`src/rtl/ipi_pkg.sv`:
```
package ipi_pkg;

    localparam int BUS_DW     = 32;
    localparam int MSG_STRIDE = 4;
    localparam int MAX_CORES  = 4;
    localparam int MAX_MSGS   = 7;

    typedef enum logic [1:0] {
        ACC_NONE  = 2'd0,
        ACC_RAISE = 2'd1,
        ACC_ACK   = 2'd2
    } acc_kind_e;

    typedef struct packed {
        acc_kind_e  kind;
        logic [1:0] core;
    } acc_t;

    // Map a byte address onto a bank and a core index.
    function automatic acc_t decode_addr(
        input logic [31:0] addr,
        input logic [31:0] raise_base,
        input logic [31:0] ack_base,
        input int          ncores
    );
        acc_t        res;
        logic [31:0] off;
        logic [31:0] span;
        res.kind = ACC_NONE;
        res.core = 2'd0;
        off      = 32'd0;
        span     = 32'(ncores) * 32'd4;
        if (addr[1:0] == 2'b00) begin
            if (addr >= raise_base && addr < raise_base + span) begin
                off      = addr - raise_base;
                res.kind = ACC_RAISE;
                res.core = off[3:2];
            end else if (addr >= ack_base && addr < ack_base + span) begin
                off      = addr - ack_base;
                res.kind = ACC_ACK;
                res.core = off[3:2];
            end
        end
        return res;
    endfunction

    // Gather the sparse message bits of a bus word.
    function automatic logic [MAX_MSGS-1:0] gather_msgs(input logic [BUS_DW-1:0] w);
        logic [MAX_MSGS-1:0] m;
        for (int i = 0; i < MAX_MSGS; i++) begin
            m[i] = w[MSG_STRIDE*i];
        end
        return m;
    endfunction

    // Spread message bits back onto their sparse positions.
    function automatic logic [BUS_DW-1:0] spread_msgs(input logic [MAX_MSGS-1:0] m);
        logic [BUS_DW-1:0] w;
        w = '0;
        for (int i = 0; i < MAX_MSGS; i++) begin
            w[MSG_STRIDE*i] = m[i];
        end
        return w;
    endfunction

endpackage

```
`src/rtl/ipi_port_decode.sv`:
```
module ipi_port_decode
    import ipi_pkg::*;
#(
    parameter int          NUM_CORES  = 4,
    parameter int          NUM_MSGS   = 4,
    parameter int          ADDR_W     = 8,
    parameter logic [31:0] RAISE_BASE = 32'h70,
    parameter logic [31:0] ACK_BASE   = 32'h80,
    localparam int         VEC_W      = NUM_CORES * NUM_MSGS
) (
    input  logic [ADDR_W-1:0] addr,
    input  logic              we,
    input  logic [BUS_DW-1:0] wdata,
    output logic [VEC_W-1:0]  raise_vec,
    output logic [VEC_W-1:0]  ack_vec
);

    acc_t                acc;
    logic [MAX_MSGS-1:0] msgs;

    always_comb begin
        acc  = decode_addr(32'(addr), RAISE_BASE, ACK_BASE, NUM_CORES);
        msgs = gather_msgs(wdata);
    end

    for (genvar c = 0; c < NUM_CORES; c++) begin : g_core
        logic hit;
        assign hit = we && (acc.core == 2'(c));
        assign raise_vec[c*NUM_MSGS +: NUM_MSGS] =
            (hit && acc.kind == ACC_RAISE) ? msgs[NUM_MSGS-1:0] : '0;
        assign ack_vec[c*NUM_MSGS +: NUM_MSGS] =
            (hit && acc.kind == ACC_ACK) ? msgs[NUM_MSGS-1:0] : '0;
    end

    // a single port never reaches both banks in one access
    always_comb begin
        a_bank_exclusive_r8: assert (!((|raise_vec) && (|ack_vec)));
    end

endmodule

```
`src/rtl/ipi_pending_bank.sv`:
```
module ipi_pending_bank #(
    parameter int NUM_MSGS = 4
) (
    input  logic                clk,
    input  logic                rst,
    input  logic [NUM_MSGS-1:0] raise_req,
    input  logic [NUM_MSGS-1:0] ack_req,
    output logic [NUM_MSGS-1:0] pend
);

    logic [NUM_MSGS-1:0] pend_q;

    always_ff @(posedge clk) begin
        if (rst) begin
            pend_q <= '0;
        end else begin
            pend_q <= (pend_q & ~ack_req) | raise_req;
        end
    end

    assign pend = pend_q;

    // a raised bit is pending after the edge, whatever acknowledges arrived
    p_raise_wins_r6: assert property (@(posedge clk) disable iff (rst)
        $past(!rst) |-> ((pend_q & $past(raise_req)) == $past(raise_req)));

    // an acknowledged bit without a raise is clear after the edge
    p_ack_clears_r3: assert property (@(posedge clk) disable iff (rst)
        $past(!rst) |-> ((pend_q & $past(ack_req & ~raise_req)) == '0));

    // no bit rises unless it was raised
    p_no_spurious_r2: assert property (@(posedge clk) disable iff (rst)
        $past(!rst) |-> ((pend_q & ~$past(pend_q) & ~$past(raise_req)) == '0));

endmodule

```
`src/rtl/ipi_read_port.sv`:
```
module ipi_read_port
    import ipi_pkg::*;
#(
    parameter int          NUM_CORES  = 4,
    parameter int          NUM_MSGS   = 4,
    parameter int          ADDR_W     = 8,
    parameter logic [31:0] RAISE_BASE = 32'h70,
    parameter logic [31:0] ACK_BASE   = 32'h80,
    localparam int         VEC_W      = NUM_CORES * NUM_MSGS
) (
    input  logic [ADDR_W-1:0] addr,
    input  logic [VEC_W-1:0]  pend_all,
    output logic [BUS_DW-1:0] rdata
);

    acc_t                acc;
    logic [MAX_MSGS-1:0] sel;

    always_comb begin
        acc = decode_addr(32'(addr), RAISE_BASE, ACK_BASE, NUM_CORES);
        sel = '0;
        for (int c = 0; c < NUM_CORES; c++) begin
            if (acc.kind == ACC_RAISE && acc.core == 2'(c)) begin
                sel[NUM_MSGS-1:0] = pend_all[c*NUM_MSGS +: NUM_MSGS];
            end
        end
        rdata = spread_msgs(sel);
    end

endmodule

```
`src/rtl/ipi_ctrl.sv`:
```
module ipi_ctrl
    import ipi_pkg::*;
#(
    parameter int          NUM_PORTS  = 4,
    parameter int          NUM_CORES  = 4,
    parameter int          NUM_MSGS   = 4,
    parameter int          ADDR_W     = 8,
    parameter logic [31:0] RAISE_BASE = 32'h70,
    parameter logic [31:0] ACK_BASE   = 32'h80
) (
    input  logic                          clk,
    input  logic                          rst,
    input  logic [NUM_PORTS*ADDR_W-1:0]   bus_addr,
    input  logic [NUM_PORTS-1:0]          bus_we,
    input  logic [NUM_PORTS*BUS_DW-1:0]   bus_wdata,
    output logic [NUM_PORTS*BUS_DW-1:0]   bus_rdata,
    output logic [NUM_CORES*NUM_MSGS-1:0] irq_out
);

    localparam int VEC_W = NUM_CORES * NUM_MSGS;

    logic [VEC_W-1:0] raise_p [NUM_PORTS];
    logic [VEC_W-1:0] ack_p   [NUM_PORTS];
    logic [VEC_W-1:0] raise_all;
    logic [VEC_W-1:0] ack_all;
    logic [VEC_W-1:0] pend_all;

    for (genvar p = 0; p < NUM_PORTS; p++) begin : g_port
        ipi_port_decode #(
            .NUM_CORES (NUM_CORES),
            .NUM_MSGS  (NUM_MSGS),
            .ADDR_W    (ADDR_W),
            .RAISE_BASE(RAISE_BASE),
            .ACK_BASE  (ACK_BASE)
        ) u_dec (
            .addr     (bus_addr[p*ADDR_W +: ADDR_W]),
            .we       (bus_we[p]),
            .wdata    (bus_wdata[p*BUS_DW +: BUS_DW]),
            .raise_vec(raise_p[p]),
            .ack_vec  (ack_p[p])
        );

        ipi_read_port #(
            .NUM_CORES (NUM_CORES),
            .NUM_MSGS  (NUM_MSGS),
            .ADDR_W    (ADDR_W),
            .RAISE_BASE(RAISE_BASE),
            .ACK_BASE  (ACK_BASE)
        ) u_rd (
            .addr    (bus_addr[p*ADDR_W +: ADDR_W]),
            .pend_all(pend_all),
            .rdata   (bus_rdata[p*BUS_DW +: BUS_DW])
        );
    end

    // merge the requests of all ports
    always_comb begin
        raise_all = '0;
        ack_all   = '0;
        for (int p = 0; p < NUM_PORTS; p++) begin
            raise_all = raise_all | raise_p[p];
            ack_all   = ack_all | ack_p[p];
        end
    end

    for (genvar c = 0; c < NUM_CORES; c++) begin : g_bank
        ipi_pending_bank #(
            .NUM_MSGS(NUM_MSGS)
        ) u_bank (
            .clk      (clk),
            .rst      (rst),
            .raise_req(raise_all[c*NUM_MSGS +: NUM_MSGS]),
            .ack_req  (ack_all[c*NUM_MSGS +: NUM_MSGS]),
            .pend     (pend_all[c*NUM_MSGS +: NUM_MSGS])
        );
    end

    assign irq_out = pend_all;

    // lines are low in the first cycle after reset
    p_quiet_after_reset_r1: assert property (@(posedge clk) disable iff (rst)
        $past(rst) |-> (irq_out == '0));

    // a line only moves in a cycle after some port wrote
    p_irq_needs_write_r5: assert property (@(posedge clk) disable iff (rst)
        ($past(!rst) && $past(bus_we) == '0) |-> $stable(irq_out));

endmodule

```
`config.mk`:
```
export PLATFORM = sky130hd
export DESIGN_NAME = ipi_ctrl
export DESIGN_NICKNAME = d
export VERILOG_FILES = /design/src/rtl/ipi_pkg.sv /design/src/rtl/ipi_port_decode.sv /design/src/rtl/ipi_pending_bank.sv /design/src/rtl/ipi_read_port.sv /design/src/rtl/ipi_ctrl.sv
export SDC_FILE = /design/constraint.sdc
export NUM_CORES = 1
export LEC_CHECK = 0
export BUFFER_PORTS_ARGS = -buffer_cell sky130_fd_sc_hd__buf_2
export CORE_AREA = 2 2 120 122
export DETAILED_ROUTE_END_ITERATION = 10
export DIE_AREA = 0 0 122 124
export GPL_TIMING_DRIVEN = 0
export SLEW_MARGIN = 0
export SYNTH_ARGS = -nofsm -noshare
export SYNTH_HDL_FRONTEND = slang
export SYNTH_HIERARCHICAL = 1
export SYNTH_SLANG_ARGS = --single-unit
export TNS_END_PERCENT = 100
```
`constraint.sdc`:
```
create_clock -name clk -period 1.75 [get_ports clk]
set_input_delay 0.175 -clock clk [delete_from_list [all_inputs] [get_ports clk]]
set_output_delay 0.175 -clock clk [all_outputs]
set_load 0.005 [all_outputs]
```
==> results of run 1 <==
## layout make-up
cell class / instances / area, um2
plain buffers: 141 / 987
clock buffers: 4 / 88.8
fillers: 1517 / 9020
inverters: 16 / 60.1
multi-input cells: 384 / 2590
flip-flops and latches: 16 / 323
well taps: 180 / 225
repair buffers: 85 / 425
## per-stage QoR
stage	instance area, um2	utilization (%)	hold slack, ns	worst slack, ns
floorplan	3960	-	0.244	0.228
global placement	4610	33.6	0.519	-0.186
detailed placement	4610	33.6	0.525	-0.187
CTS	4700	34.3	0.322	0.0292
global route	4700	34.2	0.329	0.00926
finish	4700	34.2	0.312	0.0507
## final timing paths
kind	start	to	slack, ns	depth (start not counted)
worst max-delay path	g_bank[2].u_bank/pend[2]	bus_rdata[8]	0.05	3
worst max register to register	g_bank[2].u_bank/pend[2]	g_bank[2].u_bank/pend[2]	0.95	2
worst min-delay path	rst	g_bank[0].u_bank/pend[2]	0.31	2
worst min register to register	g_bank[3].u_bank/pend[0]	g_bank[3].u_bank/pend[0]	0.54	2
## power breakdown
part / switching (mW) / internal, mW / total [mW]
clock network: 0.170 / 0.349 / 0.519
registers: 0.00335 / 0.366 / 0.370
logic: 0.300 / 0.266 / 0.567
total: 0.474 / 0.981 / 1.45
## routing by layer
layer	up-vias	share of wire [%]
li1	1832	-
met1	1701	39
met2	255	46
met3	32	12
met4	0	2.0
met5	-	0
## critical path: cells and delay by family (launching register included)
family	cells	cell delay (ns)
buffers and inverters	1	0.12
DFF	1	0.40
muxes	1	0.54
and+or+nand+nor	1	0.19
## cells in the final DEF, fill, tap and decap left out
master,instances
a21oi_1,16
and3_1,16
and4b_1,4
buf_2,89
buf_4,112
buf_6,4
clkbuf_1,19
clkbuf_16,3
clkbuf_2,2
clkbuf_8,1
conb_1,112
dfxtp_1,14
dfxtp_2,2
inv_1,16
mux4_1,16
nand2b_1,16
nand3_1,4
nand3b_1,8
nand4b_1,4
nor2_1,4
nor3_1,88
nor3_2,40
or3b_2,20
or4_1,32
or4b_1,4
## logic make-up (layout without fill, tap and decap cells)
logic type,after synthesis,in the layout,share of synthesized area [%]
other cells,4,112,0.422
simple gates,240,240,46.8
mux,16,16,11.8
buf+inv,160,246,29.7
compound gates,16,16,2.25
flops,16,16,9.00
==> flow_summary.yaml, run 1 <==
outcome:
  status: "complete, no violations"
worst_setup_path:
  required_ns: 1.57
  start_kind: "flop"
  path_cells: "mux4_1 > and3_1 > buf_2"
  crit_fanout: 6
  max_stage_delay_ns: 0.54
  cp_slowest_cell: "mux4_1"
  arrival_ns: 1.52
  crit_type: "reg -> out"
  cp-end-kind: "primary output"
power_and_ir_drop:
  leakage_nw: 2.31
  p_per_area_nw_per_um2: 310
  total_power_mw: 1.45
  vdd_drop_max_uv: 432
drt:
  wire_per_inst_um: 15.0
  via_per_inst: 4.62
  antenna_left: 0
  drt_first_pass_iters: 6
  vias: 3820
  finalWirelength_um: 12400
  drc: 0
  drt_iter0_drc: 335
finish:
  area_growth_pct: 32.0
  largest_reg_flops: 16
  drive_above_1_share_pct: 42.3
  layoutNonFillerInstCount: 826
  nets: 813
  insertedDiodeCount: 0
synthesis:
  synth_top_area_cell: "buf_4"
  syn-mean-instance-area_um2: 7.87
  synth.area.top_cells: "buf_4 (24%), nor3_1 (12%), mux4_1 (12%)"
  synth_edf_count: 0
  syn_area_um2: 3560
  syn_inst: 452
  yosysUniqueCellTypes: 21
  synthFlopType: "dfxtp_1"
  yosysTopAreaCellShare_pct: 23.6
  yosys.cell_count.top_type: "buf_4"
  async_flop_share_pct: 0
  ys_ff_latch: 16
  yosysSeqAreaShare_pct: 9.00
  yosysWarnings: 6
  synth_common_cells: "buf_4 (112), nor3_1 (88), nor3_2 (40)"
hold_path:
  min_path_type: "in -> reg"
clocking:
  cts_root_buf: "clkbuf_16"
  clock_latency_ns: 0.25
  cts_tree: "built"
  clock_path_buffers: 2
  cts_resized: 0
  numCtsBuffers: 3
  cts_sinks: 16
  cts-hold-fix-buffers: 0
  htree_levels: 1
  clkTransAtPathRegs_ns: 0.06
  postCtsSetupRepairBufs: 0
global_route:
  grt_overflow: 0
  grt_pass1_wl_um: 18000
  grt_max_degree: 17
  grt_util_met2_pct: 26.2
  grtUsageMet1_pct: 19.5
  busiest_layer: "met2"
  grt_usage_pct: 15.3
  antenna_found_initial: 0
  grt_pass1_vias: 3347
  grtUsageMet3_pct: 3.62
sta:
  fmax_mhz: 588
  period_share_pct: 97.1
  relSlewSlack_pct: 60.3
  period_needed_ns: 1.70
  worst_clock_skew_ns: 0
  fin_tns_setup_ns: 0
  finalHoldViolCount: 0
  setup_violations: 0
  worst_slew_pin_slew_ns: 0.595
  slew_violations: 0
  rsz0062_at_grt: "false"
placed_design:
  hpwl_um: 9740
  port_buffers: 85
  gp_congestion: 0.907
  placedCellCount: 825
die:
  rows: 43
  fp.dieH_um: 124
  io_pins: 310
  dieArea_um2: 15100
  die_x_um: 122
  initial_core_util_pct: 25.9
  core_area_um2: 13700
flow_run:
  timing.max_cap.violations: 0
Power figures use the tool's default switching activity.
==> run 2, diff against run 1 <==
Settings changed: CELL_PAD_IN_SITES_DETAIL_PLACEMENT from default to 0, CELL_PAD_IN_SITES_GLOBAL_PLACEMENT from default to 1, PLACE_DENSITY_LB_ADDON from default to 0.1, SETUP_SLACK_MARGIN from default to 0.5.
==> run 2 against run 1 <==
  * Routed wire length rose by 16%
  * Highest routed layer unchanged
  * Total power rose by 9.9%
  * Count of clock-buffer cells in the layout did not move
  * Via count rose by 3.7%
  * Non-clock buffer count rose by 44
==> flow_summary.yaml, run 2 (synthesis gave the netlist of run 1 again) <==
worst_setup_path:
  cp_slowest_cell: "mux4_2"
  crit_fanout: 6
  arrival_ns: 1.42
  crit_start: "g_bank[0].u_bank/pend[0]"
  required_ns: 1.57
  critPathCapture: "bus_rdata[96]"
  r2r_setup_slack_ns: 1.00
  max_stage_delay_ns: 0.48
  start_kind: "flop"
  reg2reg_to: "g_bank[1].u_bank/pend[1]"
  crit_type: "reg -> out"
  path_cells: "mux4_2 > and3_4 > buf_6"
  cp-end-kind: "primary output"
  worst_r2r_startpoint: "g_bank[1].u_bank/pend[1]"
  rr_worst_depth: 3
placed_design:
  place_area_um2: 4870
  hpwl_um: 10700
  gp_congestion: 0.859
  port_buffers: 85
  place_ws_ns: -0.0947
hold_path:
  min_path_type: "in -> reg"
  holdPathStages: 2
  hp-start: "rst"
sta:
  relSlewSlack_pct: 65.8
  whs_ns: 0.337
  worst_slew_pin_slew_ns: 0.512
  setup_violations: 0
  slew_violations: 0
  fmax_mhz: 629
  period_share_pct: 90.9
  period_needed_ns: 1.59
  finalHoldViolCount: 0
  worst_slack_ns: 0.160
  rsz0062_at_grt: "true"
  worst_clock_skew_ns: 0
global_route:
  busiest_layer: "met2"
  grt_overflow: 0
  grtUsageMet3_pct: 1.74
  grt_pass1_wl_um: 20600
  grt_usage_pct: 17.8
  antenna_found_initial: 0
  grt_pass1_vias: 3488
  grt_max_degree: 17
  grtUsageMet1_pct: 26.4
  grt_util_met2_pct: 27.1
drt:
  drt_iter0_drc: 350
  vias: 3963
  antenna_left: 0
  drt_first_pass_iters: 7
  via_per_inst: 4.56
  finalWirelength_um: 14300
  drc: 0
  wire_per_inst_um: 16.5
clocking:
  clkTransAtPathRegs_ns: 0.05
  clock_path_buffers: 2
  cts_tree: "built"
  htree_levels: 1
  clock_latency_ns: 0.25
  numCtsBuffers: 3
  cts_sinks: 16
  cts_root_buf: "clkbuf_16"
finish:
  layout_common_cells: "buf_4 (138), conb_1 (112), nor3_1 (65), buf_2 (57), nor3_2 (44)"
  nets: 857
  final_common_cell: "buf_4"
  drive_above_1_share_pct: 61.4
  largest_reg_flops: 16
  area_growth_pct: 69.1
  postLayoutCellArea_um2: 6020
  final_util_pct: 43.9
  insertedDiodeCount: 0
die:
  initial_core_util_pct: 25.9
  fp.dieH_um: 124
  die_x_um: 122
  dieArea_um2: 15100
  core_area_um2: 13700
  rows: 43
  io_pins: 310
outcome:
  status: "complete, no violations"
power_and_ir_drop:
  vdd_drop_max_uv: 243
  p_per_area_nw_per_um2: 266
  leakage_nw: 2.90
flow_run:
  timing.max_cap.violations: 0
-- run 2: stage by stage --
step           TNS [ns]  std cells  total power, mW
6_report              0        870             1.60
2_1_floorplan         0        560            0.801
4_1_cts               0        864             1.57
3_5_place_dp     -0.628        825            0.974
5_1_grt               0        870             1.69
3_3_place_gp     -0.678        825            0.968
-- run 2: power breakdown --
| part | internal (mW) | leakage (nW) | switching, mW |
|---|---|---|---|
| logic | 0.384 | 2.72 | 0.366 |
| registers | 0.350 | 0.140 | 0.00329 |
| clock network | 0.347 | 0.0442 | 0.148 |
| total | 1.08 | 2.90 | 0.518 |
-- run 2: how the worst min path moves through the flow --
stage                                     to  slack, ns
floorplan           g_bank[0].u_bank/pend[0]       0.24
global placement    g_bank[2].u_bank/pend[0]       0.53
detailed placement  g_bank[3].u_bank/pend[3]       0.54
CTS                 g_bank[1].u_bank/pend[3]       0.33
global route        g_bank[1].u_bank/pend[3]       0.35
finish              g_bank[1].u_bank/pend[3]       0.34
-- run 2: per-layer routing --
| layer | share of wire, % | vias up |
|---|---|---|
| met5 | 0 | - |
| met4 | 2.1 | 0 |
| met3 | 8.1 | 27 |
| met2 | 44 | 236 |
| met1 | 46 | 1801 |
| li1 | - | 1899 |
-- run 2: cell type report --
cell class	instances	area [um2]
Buffer	144	1250
Clock buffer	4	88.8
Fill cell	1385	7700
Inverter	16	60.1
Multi-Input combinational cell	384	2930
Sequential cell	16	368
Tap cell	180	225
Timing Repair Buffer	126	1100
-- run 2: critical path: cells and delay by family (launching register included) --
family / cells / cell delay [ns]
buffers and inverters: 1 / 0.11
DFF: 1 / 0.38
muxes: 1 / 0.48
and+or+nand+nor: 1 / 0.20
-- run 2: timing repair --
item | CTS | global route
gates resized for setup | 120 | 41
pin swaps | 40 | 26
cloned | 4 | 0
endpoints found under the setup margin | 32 | 32
hold buffers | 0 | 0
setup buffers | 31 | 6
